[src/rtl/rfsh_pkg.sv]
package rfsh_pkg;

  typedef enum logic [2:0] {
    CMD_NOP = 3'd0,
    CMD_PRE = 3'd1,
    CMD_REF = 3'd2
  } cmd_e;

  typedef enum logic [2:0] {
    ST_IDLE,
    ST_PRE_ALL,
    ST_WAIT_RP,
    ST_REF,
    ST_WAIT_RFC,
    ST_SR_ENTER,
    ST_SR_HOLD,
    ST_SR_EXIT
  } state_e;

endpackage

[src/rtl/rfsh_interval_timer.sv]
// Free-running down counter that pulses once per period while enabled.
module rfsh_interval_timer #(
  parameter int INTERVAL = 7800
) (
  input  logic clk,
  input  logic rst_n,
  input  logic run,
  output logic tick
);
  localparam int TW = $clog2(INTERVAL);
  localparam logic [TW-1:0] RELOAD = TW'(INTERVAL - 1);

  logic [TW-1:0] cnt_q, cnt_d;

  always_comb begin
    tick = run && (cnt_q == '0);
    if (!run || cnt_q == '0) cnt_d = RELOAD;
    else                     cnt_d = cnt_q - 1'b1;
  end

  always_ff @(posedge clk or negedge rst_n) begin
    if (!rst_n) cnt_q <= RELOAD;
    else        cnt_q <= cnt_d;
  end
endmodule

[src/rtl/rfsh_wait_counter.sv]
// Loadable down counter; done while it rests at zero.
module rfsh_wait_counter #(
  parameter int CW = 4
) (
  input  logic          clk,
  input  logic          rst_n,
  input  logic          load,
  input  logic [CW-1:0] load_val,
  output logic          done
);
  logic [CW-1:0] cnt_q, cnt_d;
  logic          cnt_en;

  always_comb begin
    cnt_en = load || (cnt_q != '0);
    cnt_d  = load ? load_val : cnt_q - 1'b1;
    done   = (cnt_q == '0);
  end

  always_ff @(posedge clk or negedge rst_n) begin
    if (!rst_n)      cnt_q <= '0;
    else if (cnt_en) cnt_q <= cnt_d;
  end
endmodule

[src/rtl/rfsh_fsm.sv]
// Sequencing state machine with registered command outputs.
module rfsh_fsm
  import rfsh_pkg::*;
#(
  parameter int T_RP     = 4,
  parameter int T_RFC    = 44,
  parameter int ADDR_W   = 14,
  parameter int PALL_BIT = 10,
  parameter int CW       = 6
) (
  input  logic              clk,
  input  logic              rst_n,
  input  logic              tick,
  input  logic              sleep_req,
  input  logic              wake_req,
  input  logic              bus_gnt,
  input  logic              wait_done,
  output logic              wait_load,
  output logic [CW-1:0]     wait_val,
  output logic              timer_run,
  output logic              bus_req,
  output logic              busy,
  output logic [2:0]        cmd,
  output logic              cke,
  output logic [ADDR_W-1:0] addr,
  output logic              dll_en
);
  localparam logic [ADDR_W-1:0] PALL_ADDR = ADDR_W'(1) << PALL_BIT;
  localparam logic [CW-1:0]     RP_LOAD   = CW'(T_RP - 2);
  localparam logic [CW-1:0]     RFC_LOAD  = CW'(T_RFC - 2);

  state_e state_q, state_d;
  logic   pend_q, pend_d;

  cmd_e              cmd_d;
  logic              cke_d, busy_d, dll_d;
  logic [ADDR_W-1:0] addr_d;
  logic [2:0]        cmd_q;
  logic              cke_q, busy_q, dll_q;
  logic [ADDR_W-1:0] addr_q;

  // Pending refresh: one slot, set by the timer, cleared when served.
  always_comb begin
    pend_d = tick || (pend_q && (state_q != ST_REF));
  end

  always_comb begin
    bus_req   = (state_q == ST_IDLE) && (pend_q || sleep_req);
    timer_run = !(state_q inside {ST_SR_ENTER, ST_SR_HOLD, ST_SR_EXIT});
    wait_load = state_q inside {ST_PRE_ALL, ST_REF, ST_SR_EXIT};
    wait_val  = (state_q == ST_PRE_ALL) ? RP_LOAD : RFC_LOAD;
  end

  // Next-state logic.
  always_comb begin
    state_d = state_q;
    unique case (state_q)
      ST_IDLE:     if (bus_req && bus_gnt) state_d = ST_PRE_ALL;
      ST_PRE_ALL:  state_d = ST_WAIT_RP;
      ST_WAIT_RP:  if (wait_done) begin
                     if (pend_q)         state_d = ST_REF;
                     else if (sleep_req) state_d = ST_SR_ENTER;
                     else                state_d = ST_IDLE;
                   end
      ST_REF:      state_d = ST_WAIT_RFC;
      ST_WAIT_RFC: if (wait_done) state_d = ST_IDLE;
      ST_SR_ENTER: state_d = ST_SR_HOLD;
      ST_SR_HOLD:  if (wake_req) state_d = ST_SR_EXIT;
      ST_SR_EXIT:  state_d = ST_WAIT_RFC;
      default:     state_d = ST_IDLE;
    endcase
  end

  // Output decode of the next state, registered below.
  always_comb begin
    cmd_d  = CMD_NOP;
    addr_d = '0;
    if (state_d == ST_PRE_ALL) begin
      cmd_d  = CMD_PRE;
      addr_d = PALL_ADDR;
    end else if (state_d inside {ST_REF, ST_SR_ENTER}) begin
      cmd_d  = CMD_REF;
    end
    cke_d  = !(state_d inside {ST_SR_ENTER, ST_SR_HOLD});
    dll_d  = !(state_d inside {ST_SR_ENTER, ST_SR_HOLD});
    busy_d = (state_d != ST_IDLE);
  end

  always_ff @(posedge clk or negedge rst_n) begin
    if (!rst_n) begin
      state_q <= ST_IDLE;
      pend_q  <= 1'b0;
    end else begin
      state_q <= state_d;
      pend_q  <= pend_d;
    end
  end

  always_ff @(posedge clk or negedge rst_n) begin
    if (!rst_n) begin
      cmd_q  <= CMD_NOP;
      addr_q <= '0;
      cke_q  <= 1'b1;
      dll_q  <= 1'b1;
      busy_q <= 1'b0;
    end else begin
      cmd_q  <= cmd_d;
      addr_q <= addr_d;
      cke_q  <= cke_d;
      dll_q  <= dll_d;
      busy_q <= busy_d;
    end
  end

  assign cmd    = cmd_q;
  assign addr   = addr_q;
  assign cke    = cke_q;
  assign dll_en = dll_q;
  assign busy   = busy_q;
endmodule

[src/rtl/refresh_sequencer.sv]
module refresh_sequencer #(
  parameter int REF_INTERVAL = 7800,
  parameter int T_RP         = 4,
  parameter int T_RFC        = 44,
  parameter int ADDR_W       = 14,
  parameter int PALL_BIT     = 10
) (
  input  logic              clk,
  input  logic              rst_n,
  input  logic              sleep_req,
  input  logic              wake_req,
  input  logic              bus_gnt,
  output logic              bus_req,
  output logic              busy,
  output logic [2:0]        cmd,
  output logic              cke,
  output logic [ADDR_W-1:0] addr,
  output logic              dll_en
);
  localparam int WAIT_MAX = (T_RP > T_RFC) ? T_RP : T_RFC;
  localparam int CW       = $clog2(WAIT_MAX + 1);

  logic [1:0]    rst_pipe;
  logic          rst_n_int;
  logic          tick, timer_run, wait_load, wait_done;
  logic [CW-1:0] wait_val;

  // Asynchronous assertion, synchronous release.
  always_ff @(posedge clk or negedge rst_n) begin
    if (!rst_n) rst_pipe <= 2'b00;
    else        rst_pipe <= {rst_pipe[0], 1'b1};
  end
  assign rst_n_int = rst_pipe[1] & rst_n;

  rfsh_interval_timer #(.INTERVAL(REF_INTERVAL)) u_timer (
    .clk   (clk),
    .rst_n (rst_n_int),
    .run   (timer_run),
    .tick  (tick)
  );

  rfsh_wait_counter #(.CW(CW)) u_wait (
    .clk      (clk),
    .rst_n    (rst_n_int),
    .load     (wait_load),
    .load_val (wait_val),
    .done     (wait_done)
  );

  rfsh_fsm #(
    .T_RP     (T_RP),
    .T_RFC    (T_RFC),
    .ADDR_W   (ADDR_W),
    .PALL_BIT (PALL_BIT),
    .CW       (CW)
  ) u_fsm (
    .clk       (clk),
    .rst_n     (rst_n_int),
    .tick      (tick),
    .sleep_req (sleep_req),
    .wake_req  (wake_req),
    .bus_gnt   (bus_gnt),
    .wait_done (wait_done),
    .wait_load (wait_load),
    .wait_val  (wait_val),
    .timer_run (timer_run),
    .bus_req   (bus_req),
    .busy      (busy),
    .cmd       (cmd),
    .cke       (cke),
    .addr      (addr),
    .dll_en    (dll_en)
  );
endmodule

[config.mk]
export PLATFORM = sky130hd
export DESIGN_NAME = refresh_sequencer
export DESIGN_NICKNAME = d
export VERILOG_FILES = /design/src/rtl/rfsh_pkg.sv /design/src/rtl/rfsh_interval_timer.sv /design/src/rtl/rfsh_wait_counter.sv /design/src/rtl/rfsh_fsm.sv /design/src/rtl/refresh_sequencer.sv
export SDC_FILE = /design/constraint.sdc
export NUM_CORES = 1
export LEC_CHECK = 0
export CAP_MARGIN = 20
export CORE_UTILIZATION = 53
export DETAILED_ROUTE_END_ITERATION = 7
export DONT_BUFFER_PORTS = 1
export PLACE_DENSITY = 0.79
export SYNTH_ARGS = -nofsm -noshare
export SYNTH_HDL_FRONTEND = slang
export SYNTH_SLANG_ARGS = --single-unit
[constraint.sdc]
create_clock -name clk -period 2.35 [get_ports clk]
set_clock_uncertainty 0.1 [all_clocks]
set_input_delay 0.235 -clock clk [delete_from_list [all_inputs] [get_ports clk]]
set_output_delay 0.235 -clock clk [all_outputs]
set_load 0.02 [all_outputs]
==> flow_summary.json, run 1 <==
{
  "power_switching_mw": 0.710,
  "cp.required_ns": 2.52,
  "fin_crit_sh_pct": 87.6,
  "async_reset_ff_share_pct": 100,
  "hold_violations": 0,
  "yosys_warnings": 0,
  "yosysTopAreaCell": "dfrtp_1",
  "drt-total-wl_um": 2410,
  "path_clk_slew_ns": 0.09,
  "synthTopCellsByArea": "dfrtp_1, dfstp_2, buf_4, xnor2_1, nand2_1",
  "synth_edf_count": 0,
  "dp_hpwl_um": 1730,
  "worst_slack_ns": 0.290,
  "cts_sinks": 29,
  "yosysTopAreaCellShare_pct": 29.2,
  "fmax_ghz": 0.486,
  "p_sw_share_pct": 39.5,
  "wl_per_cell_um": 12.9,
  "power_frac_seq_pct": 50.5,
  "fin_setup_tns_ns": 0,
  "drc": 0,
  "cp-end-kind": "flop",
  "dieArea_um2": 3130,
  "ir_drop_mv": 0.764,
  "slew_headroom_pct": 52.4,
  "yosysUniqueCellTypes": 43,
  "synth_cells": 150,
  "area_growth_pct": 1.70,
  "htreeDepth": 2,
  "rows": 19,
  "combPwrFrac_pct": 33.9,
  "power_density_nw_per_um2": 1150,
  "cts_tree": "yes",
  "cts_buffer_depth": 2,
  "port_buffers": 0,
  "crit_type": "flop to flop",
  "hold_buffers": 2,
  "grt_overflow": 0,
  "cts-root-buf": "clkbuf_4",
  "design_area_um2": 1570,
  "setup_viol": 0,
  "synthesis.area_um2": 1540,
  "final.min_clock_period_ns": 2.06,
  "synth_flop_cell": "dfrtp_1",
  "place_area_um2": 1500,
  "drv_cap": 0,
  "gp_congestion": 0.787,
  "final_cells": 186,
  "p_leak_nw": 0.668,
  "total_power_mw": 1.80,
  "grt_pass1_vias": 1023,
  "rsz0062_at_grt": "false",
  "cp-start-kind": "flop",
  "drive_above_1_share_pct": 18.1,
  "slew_violations": 0,
  "coreArea_um2": 2760,
  "clockPowerShare_pct": 15.6,
  "grt.total_usage_pct": 18.6,
  "clock_insertion_delay_worst_skew_ns": 0.32,
  "initial_utilization_pct": 56.0,
  "crit_arrival_ns": 2.23,
  "yosysSeqAreaShare_pct": 47.9,
  "syn_area_per_cell_um2": 10.3,
  "synth_common_cells": "dfrtp_1, nand2_1, buf_4, dfstp_2",
  "nFillCells": 236,
  "cp_max_fo": 8,
  "worst_pin_slew_ns": 0.713,
  "vias": 1008,
  "cts_made_buffers": 5,
  "num_io_pins": 26,
  "grt_max_degree": 28,
  "vias_per_cell": 5.42,
  "dieWidth_um": 56.0,
  "drtPass1Iterations": 4,
  "status": "finished clean",
  "cts_resized": 0,
  "drt_iter0_drc": 18,
  "antenna_found_initial": 0,
  "hp-class": "primary input to asynchronous set/reset pin",
  "final_nets": 161,
  "grt_pass1_wl_um": 4400,
  "die_h_um": 56.0,
  "post-place-cells": 176,
  "dpl_worst_slack_ns": 0.296,
  "final_antenna_net_count": 0,
  "intPower_mw": 1.09,
  "diodes": 0,
  "ys_seq_elements": 29,
  "postCtsSetupBuffers": 0
}
## registers in the layout, indices dropped and copies added (netlist names)
| signal | count |
|---|---|
| u_timer.cnt_q | 13 |
| u_wait.cnt_q | 6 |
| u_fsm.state_q | 3 |
| rst_pipe | 2 |
| u_fsm.cmd | 2 |
| u_fsm.busy | 1 |
| u_fsm.cke | 1 |
| u_fsm.pend_q | 1 |
## logic make-up after synthesis
group	Yosys count	synth area share [%]
AND/OR/NAND/NOR	58	22.4
flip-flops	29	47.9
buffers and inverters	26	10.8
AO/OA/AOI/OAI	19	8.83
XOR/XNOR	14	7.94
adder cells (fa/ha/maj)	2	1.62
other	2	0.486
## power groups by stage
stage | clock [mW] | combinational [mW] | sequential (mW)
final | 0.281 | 0.609 | 0.908
after floorplan | 0 | 0.618 | 0.820
after global placement | 0 | 0.588 | 0.899
after CTS | 0.293 | 0.615 | 0.904
after detailed placement | 0 | 0.613 | 0.911
after global routing | 0.319 | 0.685 | 0.938
## cell usage in the layout, fill, tap and decap left out, types with 5 or more instances in the layout
cell type | netlist | final
nand2_1 | 18 | 18
conb_1 | 2 | 15
dfrtp_1 | 18 | 18
xor2_1 | 5 | 5
inv_1 | 7 | 7
xnor2_1 | 9 | 9
clkbuf_4 | 0 | 5
nor2_1 | 9 | 9
dfstp_2 | 11 | 11
## cell type report
cell class	count	area, um2	area share (%)
clock inverters	2	10.0	0.637
repair buffers	3	27.5	1.75
multi-input cells	108	687	43.7
well taps	31	38.8	2.47
clock buffers	6	41.3	2.63
flip-flops and latches	29	739	47.1
inverters	7	26.3	1.67
## worst max-delay path: stages, from the launching register on
cell and delay, ns:
dfstp_2 0.40, inv_1 0.05, ha_1 0.17, nor3b_1 0.61
and4b_1 0.41, nor2_1 0.16, nand2_1 0.10
## metrics by stage
step | util, % | hold WS [ns]
after detailed placement | 54.4 | -0.161
final | 56.9 | 0.0468
after global routing | 56.9 | 0.0391
after global placement | 54.4 | -0.161
after floorplan | - | -0.161
after CTS | 56.9 | 0.0313
## worst paths after layout
check                      depth (start not counted)  slack, ns        startpoint                end
hold reg to reg                                    2       0.23       rst_pipe[1]   u_timer.cnt_q[3]
min in group clk                                   2       0.11         sleep_req       u_fsm.cmd[1]
setup / recovery                                   6       0.29  u_timer.cnt_q[0]   u_timer.cnt_q[0]
hold / removal                                     1       0.05             rst_n        rst_pipe[0]
setup reg to reg                                   6       0.29  u_timer.cnt_q[0]   u_timer.cnt_q[0]
max in group asynchronous                          3       1.42             rst_n  u_timer.cnt_q[12]
## routing by layer
| layer | part of all wire [%] | GRT usage, % |
|---|---|---|
| met1 | 44 | 23.4 |
| met3 | 4.1 | 6.28 |
| met4 | 2.3 | 9.76 |
| met5 | 0 | 0 |
| met2 | 49 | 28.2 |
Power figures use the tool's default switching activity.
==> run 2, diff against run 1 <==
==> constraint.sdc (replaced) <==
create_clock -name clk -period 2.3 [get_ports clk]
set_clock_uncertainty 0.1 [all_clocks]
set_input_delay 0.23 -clock clk [delete_from_list [all_inputs] [get_ports clk]]
set_output_delay 0.23 -clock clk [all_outputs]
set_load 0.02 [all_outputs]
==> run 2 against run 1 <==
Register-to-register slack got worse by 0.11 ns; sequential share of layout area down 0.99 points; via count up 2.2%; critical path depth up 1; largest power group unchanged; sequential cell count unchanged; combinational power increased by 5.9%; clock power rose by 26%; first-iteration DRC count is 89% higher; critical path type unchanged; power grew 7.3%; non-clock buffer count up 2; sequential power is 2.5% higher.
==> flow_summary.json, run 2 (same netlist as run 1, synthesis figures left out) <==
{
  "fmax_ghz": 0.471,
  "cts_buffer_depth": 2,
  "critPathBufInv": 2,
  "fin_crit_sh_pct": 92.3,
  "final.min_clock_period_ns": 2.12,
  "grt_pass1_vias": 1029,
  "wl_per_cell_um": 13.9,
  "status": "finished clean",
  "hp-class": "primary input to asynchronous set/reset pin",
  "p_leak_nw": 0.687,
  "top_register": "u_timer.cnt_q",
  "grt.total_usage_pct": 19.3,
  "grt_max_degree": 28,
  "cts_tree": "yes",
  "utilization_pct": 58.2,
  "setup_viol": 0,
  "antenna_found_initial": 0,
  "place_area_um2": 1510,
  "largest_reg_flops": 13,
  "biggestRegsByFlops": "u_timer.cnt_q: 13 flops, u_wait.cnt_q: 6 flops, u_fsm.state_q: 3 flops",
  "cp.required_ns": 2.46,
  "final_antenna_net_count": 0,
  "reg2reg_depth": 7,
  "crit_type": "flop to flop",
  "power_switching_mw": 0.749,
  "dieArea_um2": 3130,
  "htreeDepth": 2,
  "timing.rr.start": "u_timer.cnt_q[0]",
  "slew_headroom_pct": 55.3,
  "r2r-end": "u_timer.cnt_q[1]",
  "cp-start-kind": "flop",
  "grt_pass1_wl_um": 4540,
  "dpl_worst_slack_ns": 0.245,
  "worstPathCellList": "inv_1 > ha_1 > nor3b_1 > and4b_1 > nor2_1 > buf_4 > nand2_1",
  "worst_pin_slew_ns": 0.669,
  "vias_per_cell": 5.48,
  "coreArea_um2": 2760,
  "layout_common_cells": "nand2_1, dfrtp_1, conb_1",
  "port_buffers": 0,
  "vias": 1030,
  "clockPowerShare_pct": 18.3,
  "num_io_pins": 26,
  "cts_made_buffers": 5,
  "p_sw_share_pct": 38.8,
  "drt_iter0_drc": 34,
  "drive_above_1_share_pct": 19.7,
  "fin_setup_tns_ns": 0,
  "ir_drop_mv": 0.744,
  "slowest_stage": "nor3b_1",
  "diodes": 0,
  "worst_slack_ns": 0.178,
  "post-place-cells": 178,
  "path_clk_slew_ns": 0.09,
  "crit_cells": 7,
  "cp_max_fo": 6,
  "drt-total-wl_um": 2610,
  "dp_hpwl_um": 1850,
  "power_frac_seq_pct": 48.2,
  "r2r_setup_slack_ns": 0.18,
  "hold_violations": 0,
  "power_density_nw_per_um2": 1200,
  "drv_cap": 0,
  "design_area_um2": 1600,
  "slew_violations": 0,
  "path_delay_family": "simple AND/OR/NAND/NOR gates",
  "cp-end-kind": "flop",
  "grt_overflow": 0,
  "area_growth_pct": 3.89,
  "crit_arrival_ns": 2.29,
  "cts-root-buf": "clkbuf_4",
  "max_stage_delay_ns": 0.57,
  "combPwrFrac_pct": 33.4,
  "clock_insertion_delay_worst_skew_ns": 0.32,
  "cts_sinks": 29,
  "drc": 0,
  "intPower_mw": 1.18,
  "postCtsSetupBuffers": 0,
  "initial_utilization_pct": 56.0,
  "gp_congestion": 0.815,
  "dieWidth_um": 56.0,
  "drtPass1Iterations": 4,
  "final_cells": 188,
  "final_nets": 163,
  "die_h_um": 56.0,
  "rows": 19,
  "rsz0062_at_grt": "false"
}
run 2: changes by cell type in the layout (fill, tap and decap cells not counted), sizes merged:
cell | before | now
buf | 1 | 3
clkbuf | 6 | 7
clkinv | 2 | 1
run 2: per-stage QoR:
stage	hold WS (ns)	power (mW)
final	0.0359	1.93
after global routing	0.0117	2.08
after floorplan	-0.166	1.47
after global placement	-0.166	1.53
after CTS	0.0162	1.95
after detailed placement	-0.166	1.57
run 2: how the worst max path moves through the flow:
stage,from,endpoint
3_3_place_gp,u_wait.cnt_q[0],u_fsm.busy
5_1_grt,u_timer.cnt_q[0],u_timer.cnt_q[1]
3_5_place_dp,u_timer.cnt_q[0],u_timer.cnt_q[0]
4_1_cts,u_timer.cnt_q[0],u_timer.cnt_q[1]
2_1_floorplan,u_wait.cnt_q[0],u_fsm.busy
6_report,u_timer.cnt_q[0],u_timer.cnt_q[1]
run 2: layout make-up:
cell class | count | area [um2]
Clock buffer | 7 | 65.1
Sequential cell | 29 | 739
Clock inverter | 1 | 5.00
Timing Repair Buffer | 5 | 42.5
Multi-Input combinational cell | 108 | 687
Tap cell | 31 | 38.8
Fill cell | 239 | 1150
Inverter | 7 | 26.3
run 2: timing repair:
item | 4_1_cts | 5_1_grt
resized for setup | 0 | 0
hold buffers | 2 | 0
endpoints found under the hold margin | 19 | 0
run 2: per-layer routing:
layer,global-route usage [%],wire length (um),up-vias
li1,-,-,492
met1,23.2,1100,512
met2,30.3,1380,22
met3,7.44,105,4
met4,9.41,23,0
met5,0,0,-
run 2: power groups by stage:
stage	clock network, mW	logic (mW)	registers, mW
CTS	0.366	0.654	0.928
global route	0.393	0.730	0.960
finish	0.353	0.645	0.931
global placement	0	0.612	0.920
floorplan	0	0.632	0.838
detailed placement	0	0.642	0.930
